[src/rtl/sfm_pkg.sv]
package sfm_pkg;

  typedef struct packed {
    logic cpol;
    logic cpha;
  } sfm_mode_t;

  // Active-level test for half-period slot k of an nbits frame.
  function automatic logic slot_active(input int unsigned k,
                                       input int unsigned nbits,
                                       input logic        cpha);
    if (cpha)
      return (k >= 1) && (k <= 2 * nbits - 1) && (k % 2 == 1);
    else
      return (k >= 2) && (k <= 2 * nbits) && (k % 2 == 0);
  endfunction

endpackage

[src/rtl/sfm_half_timer.sv]
module sfm_half_timer #(
  parameter int DIV_W = 8
) (
  input  logic             clk,
  input  logic             rst,
  input  logic             load_i,
  input  logic             run_i,
  input  logic [DIV_W-1:0] div_i,
  output logic             tick_o
);
  logic [DIV_W-1:0] cnt_q;

  assign tick_o = run_i && (cnt_q == div_i - DIV_W'(1));

  always_ff @(posedge clk) begin
    if (rst)                  cnt_q <= '0;
    else if (load_i || tick_o) cnt_q <= '0;
    else if (run_i)           cnt_q <= cnt_q + DIV_W'(1);
  end


  cnt_range_chk: assert property (@(posedge clk) disable iff (rst)
    run_i |-> (cnt_q < div_i));
endmodule

[src/rtl/sfm_slot_ctrl.sv]
module sfm_slot_ctrl #(
  parameter int SLOT_W = 7,
  parameter int SIZE_W = 5
) (
  input  logic              clk,
  input  logic              rst,
  input  logic              load_i,
  input  logic              tick_i,
  input  logic              busy_i,
  input  logic [SIZE_W-1:0] size_i,
  output logic [SLOT_W-1:0] slot_o,
  output logic [SLOT_W-1:0] next_slot_o,
  output logic              fin_o
);
  logic [SLOT_W-1:0] last_slot;

  assign last_slot   = (SLOT_W'(size_i) << 1) + SLOT_W'(3);
  assign next_slot_o = slot_o + SLOT_W'(1);
  assign fin_o       = tick_i && (slot_o == last_slot);

  always_ff @(posedge clk) begin
    if (rst)         slot_o <= '0;
    else if (load_i) slot_o <= '0;
    else if (tick_i) slot_o <= next_slot_o;
  end


  slot_bound_chk: assert property (@(posedge clk) disable iff (rst)
    busy_i |-> (slot_o <= last_slot));
endmodule

[src/rtl/sfm_clk_shape.sv]
module sfm_clk_shape #(
  parameter int SLOT_W = 7,
  parameter int SIZE_W = 5
) (
  input  logic [SLOT_W-1:0] slot_i,
  input  logic [SIZE_W-1:0] size_i,
  input  sfm_pkg::sfm_mode_t mode_i,
  output logic              level_o
);
  logic active;

  always_comb begin
    active  = sfm_pkg::slot_active(int'(slot_i), int'(size_i) + 1, mode_i.cpha);
    level_o = mode_i.cpol ^ active;
  end
endmodule

[src/rtl/sfm_shifter.sv]
module sfm_shifter #(
  parameter int DATA_W = 32,
  parameter int SIZE_W = 5,
  parameter int SLOT_W = 7
) (
  input  logic              clk,
  input  logic              rst,
  input  logic              load_i,
  input  logic [DATA_W-1:0] tx_i,
  input  logic [SIZE_W-1:0] load_size_i,
  input  logic [SIZE_W-1:0] size_i,
  input  logic              tick_i,
  input  logic              fin_i,
  input  logic [SLOT_W-1:0] slot_i,
  input  logic [SLOT_W-1:0] next_slot_i,
  input  logic              miso_i,
  output logic              mosi_o,
  output logic [DATA_W-1:0] rx_o
);
  logic [DATA_W-1:0] tx_sr;
  logic [DATA_W-1:0] rx_sr;
  logic              tx_adv;
  logic              rx_take;

  assign tx_adv  = tick_i && next_slot_i[0] && (next_slot_i >= SLOT_W'(3));
  assign rx_take = tick_i && slot_i[0] &&
                   (slot_i <= ((SLOT_W'(size_i) << 1) | SLOT_W'(1)));

  always_ff @(posedge clk) begin
    if (rst) begin
      tx_sr  <= '0;
      mosi_o <= 1'b0;
    end else if (load_i) begin
      tx_sr  <= tx_i << (SIZE_W'(DATA_W - 1) - load_size_i);
      mosi_o <= tx_i[load_size_i];
    end else if (fin_i) begin
      mosi_o <= 1'b0;
    end else if (tx_adv) begin
      tx_sr  <= tx_sr << 1;
      mosi_o <= tx_sr[DATA_W-2];
    end
  end

  always_ff @(posedge clk) begin
    if (rst) begin
      rx_sr <= '0;
      rx_o  <= '0;
    end else begin
      if (load_i)       rx_sr <= '0;
      else if (rx_take) rx_sr <= {rx_sr[DATA_W-2:0], miso_i};
      if (fin_i)        rx_o  <= rx_sr;
    end
  end


  tx_quiet_chk: assert property (@(posedge clk) disable iff (rst)
    fin_i |=> !mosi_o);
endmodule

[src/rtl/sfm_top.sv]
module sfm_top #(
  parameter int  DATA_W = 32,
  parameter int  DIV_W  = 8,
  localparam int SIZE_W = $clog2(DATA_W)
) (
  input  logic              clk,
  input  logic              rst,
  input  logic              start_i,
  input  logic [DATA_W-1:0] tx_word_i,
  input  logic [SIZE_W-1:0] size_i,
  input  logic              cpol_i,
  input  logic              cpha_i,
  input  logic [DIV_W-1:0]  div_i,
  input  logic              miso_i,
  output logic              sclk_o,
  output logic              frame_n_o,
  output logic              mosi_o,
  output logic              busy_o,
  output logic              done_o,
  output logic [DATA_W-1:0] rx_word_o
);
  localparam int SLOT_W = $clog2(2 * DATA_W + 3);

  logic               accept;
  logic               busy_q;
  logic               frame_n_q;
  logic               done_q;
  logic               sclk_q;
  sfm_pkg::sfm_mode_t mode_q;
  logic [SIZE_W-1:0]  size_q;
  logic [SIZE_W-1:0]  size_c;
  logic [DIV_W-1:0]   div_q;
  logic               tick;
  logic               fin;
  logic [SLOT_W-1:0]  slot;
  logic [SLOT_W-1:0]  next_slot;
  logic               level;
  logic [DATA_W-1:0]  rx_mask;

  assign accept = start_i && !busy_q;
  assign size_c = (size_i < SIZE_W'(3)) ? SIZE_W'(3) : size_i;

  always_ff @(posedge clk) begin
    if (rst) begin
      mode_q <= '0;
      size_q <= SIZE_W'(3);
      div_q  <= DIV_W'(1);
    end else if (accept) begin
      mode_q <= '{cpol: cpol_i, cpha: cpha_i};
      size_q <= size_c;
      div_q  <= (div_i == '0) ? DIV_W'(1) : div_i;
    end
  end

  always_ff @(posedge clk) begin
    if (rst) begin
      busy_q    <= 1'b0;
      frame_n_q <= 1'b1;
      done_q    <= 1'b0;
      sclk_q    <= 1'b0;
    end else begin
      done_q <= fin;
      if (accept) begin
        busy_q    <= 1'b1;
        frame_n_q <= 1'b0;
        sclk_q    <= cpol_i;
      end else if (tick) begin
        sclk_q <= level;
        if (fin) begin
          busy_q    <= 1'b0;
          frame_n_q <= 1'b1;
        end
      end
    end
  end

  sfm_half_timer #(.DIV_W(DIV_W)) i_timer (
    .clk(clk), .rst(rst), .load_i(accept), .run_i(busy_q),
    .div_i(div_q), .tick_o(tick)
  );

  sfm_slot_ctrl #(.SLOT_W(SLOT_W), .SIZE_W(SIZE_W)) i_slots (
    .clk(clk), .rst(rst), .load_i(accept), .tick_i(tick), .busy_i(busy_q),
    .size_i(size_q), .slot_o(slot), .next_slot_o(next_slot), .fin_o(fin)
  );

  sfm_clk_shape #(.SLOT_W(SLOT_W), .SIZE_W(SIZE_W)) i_shape (
    .slot_i(next_slot), .size_i(size_q), .mode_i(mode_q), .level_o(level)
  );

  sfm_shifter #(.DATA_W(DATA_W), .SIZE_W(SIZE_W), .SLOT_W(SLOT_W)) i_shift (
    .clk(clk), .rst(rst), .load_i(accept), .tx_i(tx_word_i),
    .load_size_i(size_c), .size_i(size_q), .tick_i(tick), .fin_i(fin),
    .slot_i(slot), .next_slot_i(next_slot), .miso_i(miso_i),
    .mosi_o(mosi_o), .rx_o(rx_word_o)
  );

  assign sclk_o    = sclk_q;
  assign frame_n_o = frame_n_q;
  assign busy_o    = busy_q;
  assign done_o    = done_q;
  assign rx_mask   = {DATA_W{1'b1}} >> (SIZE_W'(DATA_W - 1) - size_q);


  busy_frame_chk: assert property (@(posedge clk) disable iff (rst)
    busy_o != frame_n_o);

  idle_mosi_chk: assert property (@(posedge clk) disable iff (rst)
    frame_n_o |-> !mosi_o);

  idle_sclk_chk: assert property (@(posedge clk) disable iff (rst)
    frame_n_o |-> (sclk_o == mode_q.cpol));

  done_pulse_chk: assert property (@(posedge clk) disable iff (rst)
    done_o |=> !done_o);

  done_frame_chk: assert property (@(posedge clk) disable iff (rst)
    done_o |-> frame_n_o);

  rx_upper_chk: assert property (@(posedge clk) disable iff (rst)
    done_o |-> ((rx_word_o & ~rx_mask) == '0));

  cfg_hold_chk: assert property (@(posedge clk) disable iff (rst)
    (busy_q && !fin) |=> ($stable(mode_q) && $stable(size_q) && $stable(div_q)));
endmodule

[config.mk]
export PLATFORM = sky130hd
export DESIGN_NAME = sfm_top
export DESIGN_NICKNAME = d
export VERILOG_FILES = /design/src/rtl/sfm_pkg.sv /design/src/rtl/sfm_half_timer.sv /design/src/rtl/sfm_slot_ctrl.sv /design/src/rtl/sfm_clk_shape.sv /design/src/rtl/sfm_shifter.sv /design/src/rtl/sfm_top.sv
export SDC_FILE = /design/constraint.sdc
export NUM_CORES = 1
export LEC_CHECK = 0
export ABC_AREA = 0
export BUFFER_PORTS_ARGS = -buffer_cell sky130_fd_sc_hd__buf_2
export CAP_MARGIN = 10
export CORE_UTILIZATION = 30
export CTS_CLUSTER_DIAMETER = 80
export DETAILED_ROUTE_END_ITERATION = 7
export PLACE_DENSITY = 0.46
export SLEW_MARGIN = 20
export SYNTH_ARGS = -nofsm -noshare
export SYNTH_HDL_FRONTEND = slang
export SYNTH_SLANG_ARGS = --single-unit
[constraint.sdc]
create_clock -name clk -period 8.2 [get_ports clk]
set_clock_uncertainty 0.15 [all_clocks]
set_input_delay 1.23 -clock clk [delete_from_list [all_inputs] [get_ports clk]]
set_output_delay 1.23 -clock clk [all_outputs]
set_load 0.02 [all_outputs]
==> metrics.md, run 1 <==
| Metric | Value |
|---|---|
| Max-cap violation count | 0 |
| Switching share of power | 0.3097 |
| Hold WC Path Type | reg2reg |
| Placed cell count | 1323 |
| Initial drt markers | 403 |
| Nets@finish | 1077 |
| Sequential Power Share | 0.396 |
| CP max stage delay | 830 ps |
| TritonCTS clock tree | yes |
| Ys async rst share | 0 |
| Kind of critical path | in2reg |
| Final setup violation count | 0 |
| EDFF count, synth | 0 |
| Crit path max fanout | 41 |
| M2 GR Usage | 0.2701 |
| Largest net degree at the start of global routing | 80 |
| Rows | 60 |
| Hold depth | 2 |
| Hold path endpoint | i_shift.tx_sr[12] |
| Reg clk slew, reported paths | 60 ps |
| Leakage power | 4.167 nW |
| Non-filler instance count after layout | 1355 |
| Syn Inst Count | 964 |
| Share of layout cells above drive strength 1 | 0.1785 |
| Crit path cell chain | buf_2 > or3_1 > nand2_1 > mux4_2 > nor2_1 > a2111oi_2 > o211ai_1 > o21ai_1 |
| CTS root buf | clkbuf_16 |
| Path depth of the worst reg2reg path | 9 |
| Net Count, Synth | 1040 |
| Kind of start point of the critical path | input port |
| Remaining global-route overflow | 0 |
| Placed wire-length estimate | 16380 um |
| H-tree depth | 4 |
| Fraction of the cycle the final worst path needs | 0.5015 |
| Antenna violations before repair | 0 |
| Post-synth top flop | dfxtp_1 |
| Met3 Usage GRT | 0.03474 |
| Synth area leaders | dfxtp_1, mux2i_1, nor2_1 |
| Combinational share of power | 0.172 |
| Yosys reg bits | 130 |
| Power Dens Cells | 180.7 nW/um2 |
| Drt pass-1 iters | 5 |
| Crit path time final | 4112 ps |
| Via/cell ratio | 5.278 |
| F_max | 243.2 MHz |
| Critical Path RT | 8400 ps |
| Hold buffer count at cts | 0 |
| Crit-path leading delay family | simple AND/OR/NAND/NOR gates |
| Synth area leader | dfxtp_1 |
| CTS resizes | 0 |
| Port bufs | 87 |
| Vias | 7152 |
| Cell with the most instances after synthesis | dfxtp_1 |
| Gr busiest metal | met2 |
| RSZ-0062 raised after global routing | false |
| Die extent in x | 167.4 um |
| Status | finished clean |
| Library cells used by synthesis | 83 |
| Final Wtd Congestion | 0.8312 |
| Initial cell density of the core | 0.3054 |
| Mapped cell area | 8209 um2 |
| Clock power share | 0.432 |
| Die Area | 28030 um2 |
| TNS Setup | 0 ps |
| Final hold vios | 0 |
| Worst Tran Pin Value | 929.9 ps |
| Antenna Violating Nets Remaining | 0 |
| First-pass GRT wire length | 38070 um |
| Total Wirelength | 23520 um |
| Seq/Total Area, Yosys | 0.3170 |
| Maximum VDD drop | 115.4 uV |
| Worst r2r src | div_q[0] |
| P_int | 0.001164 W |
| Reg2reg setup slack | 4620 ps |
| CP Buf/Inv Count | 1 |
| Synth top area share | 0.3170 |
| # diodes | 0 |
| Number of global-route vias before repair | 6810 |
| Mapped Avg Cell Area | 8.516 um2 |
| Layout area overhead | 13.66% |
| Vert. Die Dim | 167.4 um |
| Critical path endpoint category | flop |
| CTS Sinks | 130 |
| HP Start | i_shift.tx_sr[12] |
| Synth cell count leaders | dfxtp_1, nor2_1, mux2i_1 |
| Postcts setup bufs | 0 |
| Psw | 0.0005221 W |
| Met1 usage | 0.2312 |
| Slew Limit Fails | 0 |
| Crit path arrival time | 4310 ps |
| Worst slew margin relative to its limit | 0.3640 |
| Core area | 26880 um2 |
| Slowest stage cell, crit path | or3_1 |
| Syn. warnings | 0 |
| Worst reg2reg endpoint | i_shift.tx_sr[26] |
| DRC Markers | 0 |
| CTS Buffer Depth | 2 |
| I/O pin count | 88 |
| Clk_lat worst skew | 430 ps |
| TritonCTS Buffers | 17 |
| Tot GR Track Use | 0.1709 |
| Routed len/inst | 17.36 um |
final cells by class:
| class | count | area [um2] |
|---|---|---|
| Multi-Input combinational cell | 725 | 5111 |
| Sequential cell | 130 | 2603 |
| Fill cell | 2807 | 17550 |
| Inverter | 31 | 116.4 |
| Tap cell | 341 | 426.7 |
| Timing Repair Buffer | 96 | 505.5 |
| Clock buffer | 17 | 425.4 |
| Clock inverter | 15 | 142.6 |
power by group through the flow:
| stage | logic, W | clock network [W] | registers (W) |
|---|---|---|---|
| global route | 0.000320 | 0.000777 | 0.000671 |
| floorplan | 0.000211 | 0 | 0.000676 |
| CTS | 0.000290 | 0.000748 | 0.000668 |
| finish | 0.000290 | 0.000728 | 0.000668 |
| global placement | 0.000291 | 0 | 0.000683 |
| detailed placement | 0.000289 | 0 | 0.000683 |
worst max-delay path by stage:
stage                                   end  slack (ps)  cells past startpoint  startpoint
after detailed placement  i_shift.tx_sr[22]        3700                      8   size_i[2]
after CTS                 i_shift.tx_sr[22]        4170                      8   size_i[2]
final                        i_shift.mosi_o        4090                      8   size_i[2]
after global routing      i_shift.tx_sr[22]        3930                      8   size_i[2]
after global placement    i_shift.tx_sr[22]        3750                      8   size_i[2]
after floorplan           i_shift.tx_sr[22]        4920                      8   size_i[3]
routing by layer:
metal  wire [um]  part of all wire  up-vias
li1            -                 -     3572
met1       11280              0.48     3378
met2       10760              0.46      175
met3        1086             0.046       27
met4         388             0.016        0
met5           0                 0        -
worst register-to-register path: stages (launching register included):
cell and delay [ps]:
dfxtp_1 350, inv_1 70, ha_1 170, nor3b_1 340, nand2_1 120, nor4_1 320
o31a_1 600, a41oi_4 530, or4_1 690, a21oi_1 150
metrics by stage:
stage,hold slack [ps],total power [W],utilization,cell area (um2),worst slack (ps)
3_5_place_dp,303.2,0.0009718,0.3260,8762,3701
2_1_floorplan,281.2,0.0008866,-,8209,4922
6_report,313.4,0.001686,0.3472,9330,4088
3_3_place_gp,299.4,0.0009738,0.3260,8762,3749
4_1_cts,313.9,0.001706,0.3472,9330,4173
5_1_grt,330.5,0.001768,0.3472,9330,3929
state kept, by name, summed over array words and instances, names as in the netlist:
| register | cells |
|---|---|
| div_q | 8 |
| i_shift.rx_sr | 32 |
| i_shift.mosi_o | 1 |
| sclk_o | 1 |
| size_q | 5 |
| busy_o | 1 |
| i_shift.tx_sr | 31 |
| i_slots.slot_o | 7 |
| i_timer.cnt_q | 8 |
| i_shift.rx_o | 32 |
| done_o | 1 |
| frame_n_o | 1 |
| mode_q | 2 |
cell families (layout without fill, tap and decap cells):
kind of cell / after synthesis / after routing / synth area share
and+or+nand+nor: 323 / 323 / 0.1902
AOI/OAI and AO/OA: 228 / 228 / 0.2052
DFF: 130 / 130 / 0.3170
buffers and inverters: 109 / 159 / 0.06341
muxes: 107 / 107 / 0.1373
xor gates and xnor gates: 42 / 42 / 0.04877
adders and majority gates: 25 / 25 / 0.03810
cells in the final DEF, fill, tap and decap left out, types with 5 or more instances in the layout:
| cell type | n |
|---|---|
| dfxtp_1 | 130 |
| nor2_1 | 124 |
| mux2i_1 | 89 |
| buf_2 | 86 |
| nand2_1 | 72 |
| a21oi_1 | 45 |
| o21ai_0 | 31 |
| inv_1 | 28 |
| ha_1 | 25 |
| nand3_1 | 21 |
| xor2_1 | 20 |
| xnor2_1 | 20 |
| clkbuf_16 | 17 |
| nor3_1 | 16 |
| a221oi_1 | 16 |
| a211oi_1 | 15 |
| mux2_2 | 15 |
| o211ai_1 | 14 |
| buf_4 | 10 |
| and3_1 | 9 |
| a211o_1 | 9 |
| nor2b_1 | 9 |
| nor4_1 | 8 |
| a31oi_1 | 8 |
| a21o_1 | 8 |
| nand2b_1 | 8 |
| a22oi_1 | 8 |
| nand4_1 | 7 |
| or3_1 | 7 |
| o22ai_1 | 6 |
| or2_2 | 6 |
| a2111oi_0 | 5 |
| o221ai_1 | 5 |
| inv_6 | 5 |
| inv_8 | 5 |
(Power assumes the default switching activity.)
==> run 2, diff against run 1 <==
Clock period 8.2 ns to 4.3 ns, I/O delays scaled along.
==> metrics.md, run 2 (synthesized netlist as in run 1, its figures left out) <==
| Metric | Value |
|---|---|
| Status | finished clean |
| Total Wirelength | 23590 um (+0.28%) |
| DRC Markers | 0 (unchanged) |
| Tot Pwr | 0.003331 W (+98%) |
| Non-filler instance count after layout | 1368 (+0.96%) |
| Slew Limit Fails | 0 (unchanged) |
| Worst Tran Pin Value | 826.3 ps (-103.6 ps) |
| Worst slew margin relative to its limit | 0.4474 (+0.08333) |
| Via/cell ratio | 5.292 (+0.25%) |
| Number of global-route vias before repair | 7045 (+3.5%) |
| Layout area overhead | 15.32% |
| TritonCTS Buffers | 17 (unchanged) |
| CP max stage delay | 570 ps (-260 ps) |
| Placed wire-length estimate | 16900 um (+3.2%) |
| Hold buffer count at cts | 0 (unchanged) |
| Routed length on met3 | 1093 um (+0.64%) |
| TNS Setup | 0 ps (unchanged) |
| Final Wtd Congestion | 0.8567 (+3.1%) |
| Largest net degree at the start of global routing | 57 (-29%) |
| Most common cell after layout, fill and taps aside | dfxtp_1 |
| Antenna Violating Nets Remaining | 0 (unchanged) |
| F_max | 294.7 MHz |
| Kind of start point of the critical path | flop |
| CTS root buf | clkbuf_16 |
| Critical Path RT | 4480 ps (-3920 ps) |
| H-tree depth | 4 (unchanged) |
| Kind of critical path | reg2reg |
| Power Dens Cells | 351.8 nW/um2 (+95%) |
| Postcts setup bufs | 0 (unchanged) |
| I/O pin count | 88 (unchanged) |
| Leakage power | 4.234 nW (+1.6%) |
| Wire length on met1 | 11420 um (+1.2%) |
| Max-cap violation count | 0 (unchanged) |
| Remaining global-route overflow | 0 (unchanged) |
| Rows | 60 (unchanged) |
| Die extent in x | 167.4 um (unchanged) |
| Initial cell density of the core | 0.3054 (unchanged) |
| Final Hold Slack | 312.2 ps (-1.166 ps) |
| Antenna violations before repair | 0 (unchanged) |
| Reg clk slew, reported paths | 60 ps (about the same) |
| Crit path cell chain | ha_1 > and3_1 > and3_1 > xor2_1 > ha_1 > nand3_1 > a21oi_1 > a2111oi_0 > o22ai_1 > a22oi_1 > xnor2_1 > a211oi_1 |
| Clk_lat worst skew | 410 ps (-20 ps) |
| Fraction of the cycle the final worst path needs | 0.7892 |
| Initial drt markers | 633 (+57%) |
| Final hold vios | 0 (unchanged) |
| # diodes | 0 (unchanged) |
| Routed len/inst | 17.24 um (-0.68%) |
| Uppermost routed layer | met4 |
| Crit path max fanout | 12 (-71%) |
| Port bufs | 87 (unchanged) |
| Fillers | 2839 (+1.1%) |
| Metal2 WL | 10680 um (-0.78%) |
| Core area | 26880 um2 (unchanged) |
| RSZ-0062 raised after global routing | false |
| CTS Sinks | 130 (unchanged) |
| Die Area | 28030 um2 (unchanged) |
| Critical path endpoint category | flop |
| CTS resizes | 0 (unchanged) |
| CTS Buffer Depth | 2 (unchanged) |
| Crit path time final | 3394 ps |
| Commonest non-fill, non-tap cells in the layout | dfxtp_1, nor2_1, mux2i_1, buf_2, nand2_1 |
| Placed cell count | 1336 (+0.98%) |
| TritonCTS clock tree | yes |
| Vert. Die Dim | 167.4 um (unchanged) |
| Hold WC Path Type | reg2reg |
| Maximum VDD drop | 263.9 uV (+130%) |
| Vias | 7239 (+1.2%) |
| First-pass GRT wire length | 39200 um (+3.0%) |
| Slowest stage cell, crit path | dfxtp_1 |
| Share of layout cells above drive strength 1 | 0.1870 (+0.008451) |
| Nets@finish | 1090 (+1.2%) |
| Tot GR Track Use | 0.1743 (+0.003422) |
| Drt pass-1 iters | 5 (unchanged) |
| Biggest regs | i_shift.rx_o: 32 flops, i_shift.rx_sr: 32 flops, i_shift.tx_sr: 31 flops |
| Final setup violation count | 0 (unchanged) |
| Crit path arrival time | 3570 ps (-740 ps) |
## run 2: final timing paths
path                                        start           endpoint  slack (ps)  cells after the start
worst max register to register  i_slots.slot_o[0]             sclk_o         910                     12
worst max-delay path            i_slots.slot_o[0]             sclk_o         910                     12
worst min register to register  i_shift.tx_sr[12]  i_shift.tx_sr[12]         310                      2
worst min-delay path            i_shift.tx_sr[12]  i_shift.tx_sr[12]         310                      2
## run 2: critical path: cells and delay by family (launching register included)
family | cells | cell delay [ps]
AOI/OAI and AO/OA | 5 | 1050
xor gates and xnor gates | 2 | 310
adders and majority gates | 2 | 650
DFF | 1 | 570
and+or+nand+nor | 3 | 570
## run 2: where the power goes
part,internal (W),switching [W]
sequential,0.00124,0.0000311
clock,0.000923,0.000566
combinational,0.000220,0.000350
## run 2: metrics by stage
stage	setup WS (ps)	cell area [um2]	utilization
floorplan	1425	8209	-
CTS	899.5	9467	0.3522
detailed placement	883.8	8860	0.3297
finish	906.4	9467	0.3522
global placement	847.7	8860	0.3297
global route	492.5	9467	0.3522
## run 2: final cells by class
class / count / area [um2] / area share
Multi-Input combinational cell: 725 / 5111 / 0.5399
Sequential cell: 130 / 2603 / 0.2749
Timing Repair Buffer: 109 / 603.1 / 0.06371
Clock buffer: 19 / 432.9 / 0.04573
Tap cell: 341 / 426.7 / 0.04507
Clock inverter: 13 / 173.9 / 0.01837
Inverter: 31 / 116.4 / 0.01229
## run 2: layer usage
layer	up-vias	global-route usage
met5	-	0
met4	0	0.05146
met3	25	0.03522
met2	173	0.2748
met1	3445	0.2389
li1	3596	-
==> run 3, diff against run 2 <==
Settings changed: ABC_AREA 0 to 1, PLACE_DENSITY 0.46 to 0.48.
Clock period 4.3 ns to 2.79 ns, I/O delays scaled along.
==> metrics.md, run 3 <==
| Metric | Value |
|---|---|
| End of the critical path | sclk_o |
| DRC Markers | 0 (unchanged) |
| Total Wirelength | 21930 um (-7.0%) |
| Synth area leaders | dfxtp_1, nand2_1, nand3_1 |
| Mapped Avg Cell Area | 6.466 um2 (-24%) |
| Slowest stage cell, crit path | dfxtp_4 |
| I/O pin count | 88 (unchanged) |
| Switching share of power | 0.3311 (+0.04670) |
| Critical path endpoint category | flop |
| Leakage power | 4.101 nW (-3.2%) |
| Drt pass-1 iters | 5 (unchanged) |
| Vias | 7615 (+5.2%) |
| Sequential Power Share | 0.381 (about the same) |
| Area of placed instances | 8356 um2 (-5.7%) |
| Syn. warnings | 0 (unchanged) |
| TNS Setup | 0 ps (unchanged) |
| Crit path max fanout | 6 (-6) |
| Vert. Die Dim | 160.9 um (-3.9%) |
| Synth cell count leaders | nand2_1, nand3_1, dfxtp_1 |
| Initial cell density of the core | 0.3086 (+0.003203) |
| Net Count, Synth | 1247 (+20%) |
| Synth area leader | dfxtp_1 |
| CTS Buffer Depth | 2 (unchanged) |
| Number of global-route vias before repair | 7106 (+0.87%) |
| Ys async rst share | 0 (unchanged) |
| Antenna Violating Nets Remaining | 0 (unchanged) |
| Hold WC Path Type | in2reg |
| Yosys reg bits | 130 (unchanged) |
| Final Wtd Congestion | 0.8684 (+1.4%) |
| Worst Tran Pin Value | 642.5 ps (-183.7 ps) |
| P_int | 0.003506 W (+47%) |
| Crit-path leading delay family | simple AND/OR/NAND/NOR gates |
| Rows | 57 (-5.0%) |
| Largest net degree at the start of global routing | 69 (+21%) |
| Antenna violations before repair | 0 (unchanged) |
| CTS Sinks | 130 (unchanged) |
| # diodes | 0 (unchanged) |
| Crit path arrival time | 2830 ps (-740 ps) |
| Final hold vios | 0 (unchanged) |
| Commonest non-fill, non-tap cells in the layout | nand2_1, nand3_1, dfxtp_1, inv_1, nor2_1 |
| Library cells used by synthesis | 41 (-51%) |
| Psw | 0.001735 W (+83%) |
| F_max | 379.8 MHz (+29%) |
| Most common cell after layout, fill and taps aside | nand2_1 |
| TritonCTS clock tree | yes |
| Combinational share of power | 0.199 (+0.028) |
| Reg clk slew, reported paths | 60 ps (about the same) |
| CP max stage delay | 370 ps (-200 ps) |
| Clk_lat worst skew | 420 ps (about the same) |
| First-pass GRT wire length | 36180 um (-7.7%) |
| Fraction of the cycle the final worst path needs | 0.9437 (+0.1544) |
| Tot GR Track Use | 0.1728 (-0.001577) |
| CP Buf/Inv Count | 2 (+2) |
| Core area | 24530 um2 (-8.7%) |
| Crit path cell chain | ha_4 > or2_2 > nand2_2 > inv_2 > nor2_2 > nand2_1 > inv_2 > ha_4 > ha_4 > nand2_1 > nor2_1 > a31oi_1 > nand3_1 > nand2_1 > nand2_1 > nand2_1 > nand3_1 > a21oi_1 |
| Remaining global-route overflow | 0 (unchanged) |
| Initial drt markers | 475 (-25%) |
| Seq/Total Area, Yosys | 0.3437 (+0.02666) |
| Tot Pwr | 0.005241 W (+57%) |
| Post-synth top flop | dfxtp_1 |
| Routed len/inst | 13.83 um (-20%) |
| EDFF count, synth | 0 (unchanged) |
| Cell with the most instances after synthesis | nand2_1 |
| Most used cell, CP | nand2_1 |
| Max-cap violation count | 0 (unchanged) |
| CTS root buf | clkbuf_16 |
| H-tree depth | 4 (unchanged) |
| Status | finished clean |
| Mapped cell area | 7572 um2 (-7.8%) |
| Slew Limit Fails | 0 (unchanged) |
| TritonCTS Buffers | 17 (unchanged) |
| Share of layout cells above drive strength 1 | 0.1498 (-0.03719) |
| Worst r2r src | size_q[1] |
| Layout area overhead | 19.48% |
| Placed wire-length estimate | 15480 um (-8.4%) |
| Kind of start point of the critical path | flop |
| Nets@finish | 1325 (+22%) |
| Die extent in x | 160.9 um (-3.9%) |
| Critical Path RT | 2990 ps (-1490 ps) |
| Final setup violation count | 0 (unchanged) |
| Syn Inst Count | 1171 (+21%) |
| Maximum VDD drop | 293.5 uV (+11%) |
| Port bufs | 87 (unchanged) |
| Worst reg2reg endpoint | sclk_o |
| Crit path depth | 18 (+6) |
| Synth top area share | 0.3437 (+0.02666) |
| Reg2reg setup slack | 160 ps (-750 ps) |
| Die Area | 25880 um2 (-7.7%) |
| Crit path time final | 2633 ps (-760.8 ps) |
| Kind of critical path | reg2reg |
| Clock power share | 0.420 (-0.027) |
| Biggest regs | i_shift.rx_o: 32 flops, i_shift.rx_sr: 32 flops, i_shift.tx_sr: 31 flops |
| Via/cell ratio | 4.801 (-9.3%) |
| Post-route cell area | 9047 um2 (-4.4%) |
| Critical path startpoint | size_q[1] |
| Path depth of the worst reg2reg path | 18 (+6) |
| Worst slew margin relative to its limit | 0.5712 (+0.1238) |
| Power Dens Cells | 579.3 nW/um2 (+65%) |
## run 3: routing by layer
layer	wire, um	GRT usage
met1	10940	0.2393
met5	0	0
met3	1000	0.03719
met2	9838	0.2733
met4	150	0.03731
## run 3: cell families (layout without fill, tap and decap cells)
group                      Yosys count  in the layout  synth area share
buffers and inverters              183            274            0.1001
and+or+nand+nor                    582            582            0.3311
DFF                                130            130            0.3437
adders and majority gates           25             25           0.04131
xor gates and xnor gates            15             15           0.01735
AOI/OAI and AO/OA                  236            236            0.1664
## run 3: worst min-delay path by stage
| stage | from | endpoint | slack, ps | cells past startpoint |
|---|---|---|---|---|
| after floorplan | i_shift.rx_sr[31] | i_shift.rx_sr[31] | 270 | 2 |
| after global placement | frame_n_o | frame_n_o | 280 | 2 |
| after detailed placement | i_shift.rx_sr[31] | i_shift.rx_sr[31] | 290 | 2 |
| after CTS | div_i[2] | div_q[2] | 60 | 3 |
| after global routing | div_i[4] | div_q[4] | 70 | 3 |
| final | div_i[2] | div_q[2] | 70 | 3 |
## run 3: area by class of cell
| cell class | instances | area, um2 |
|---|---|---|
| Fill cell | 2677 | 15490 |
| Clock inverter | 15 | 155.1 |
| Timing Repair Buffer | 118 | 696.9 |
| Clock buffer | 17 | 425.4 |
| Tap cell | 324 | 405.4 |
| Multi-Input combinational cell | 858 | 4285 |
| Sequential cell | 130 | 2611 |
| Inverter | 124 | 467.9 |
## run 3: what timing repair did
action | in CTS | in global routing
hold buffers | 0 | 0
setup endpoints to repair | 0 | 1
gates resized for setup | 0 | 20
setup buffers | 0 | 4
## run 3: worst min-delay path: stages
cell	delay [ps]
buf_2	90
nand2_1	50
o21ai_0	50
## run 3: power groups by stage
stage	registers, W	logic, W	clock network [W]
floorplan	0.00203	0.000735	0
global placement	0.00204	0.00101	0
detailed placement	0.00204	0.00101	0
CTS	0.00199	0.00101	0.00226
global route	0.00201	0.00119	0.00235
finish	0.00200	0.00104	0.00220
## run 3: through the flow
step | instances | utilization | hold slack, ps | worst slack, ps
4_1_cts | 1582 | 0.3642 | 62.99 | 55.91
3_5_place_dp | 1550 | 0.3406 | 294.3 | 92.73
2_1_floorplan | 1171 | - | 274.5 | 189.0
3_3_place_gp | 1550 | 0.3406 | 282.7 | 121.5
6_report | 1586 | 0.3688 | 74.67 | 157.2
5_1_grt | 1586 | 0.3688 | 67.45 | -31.92
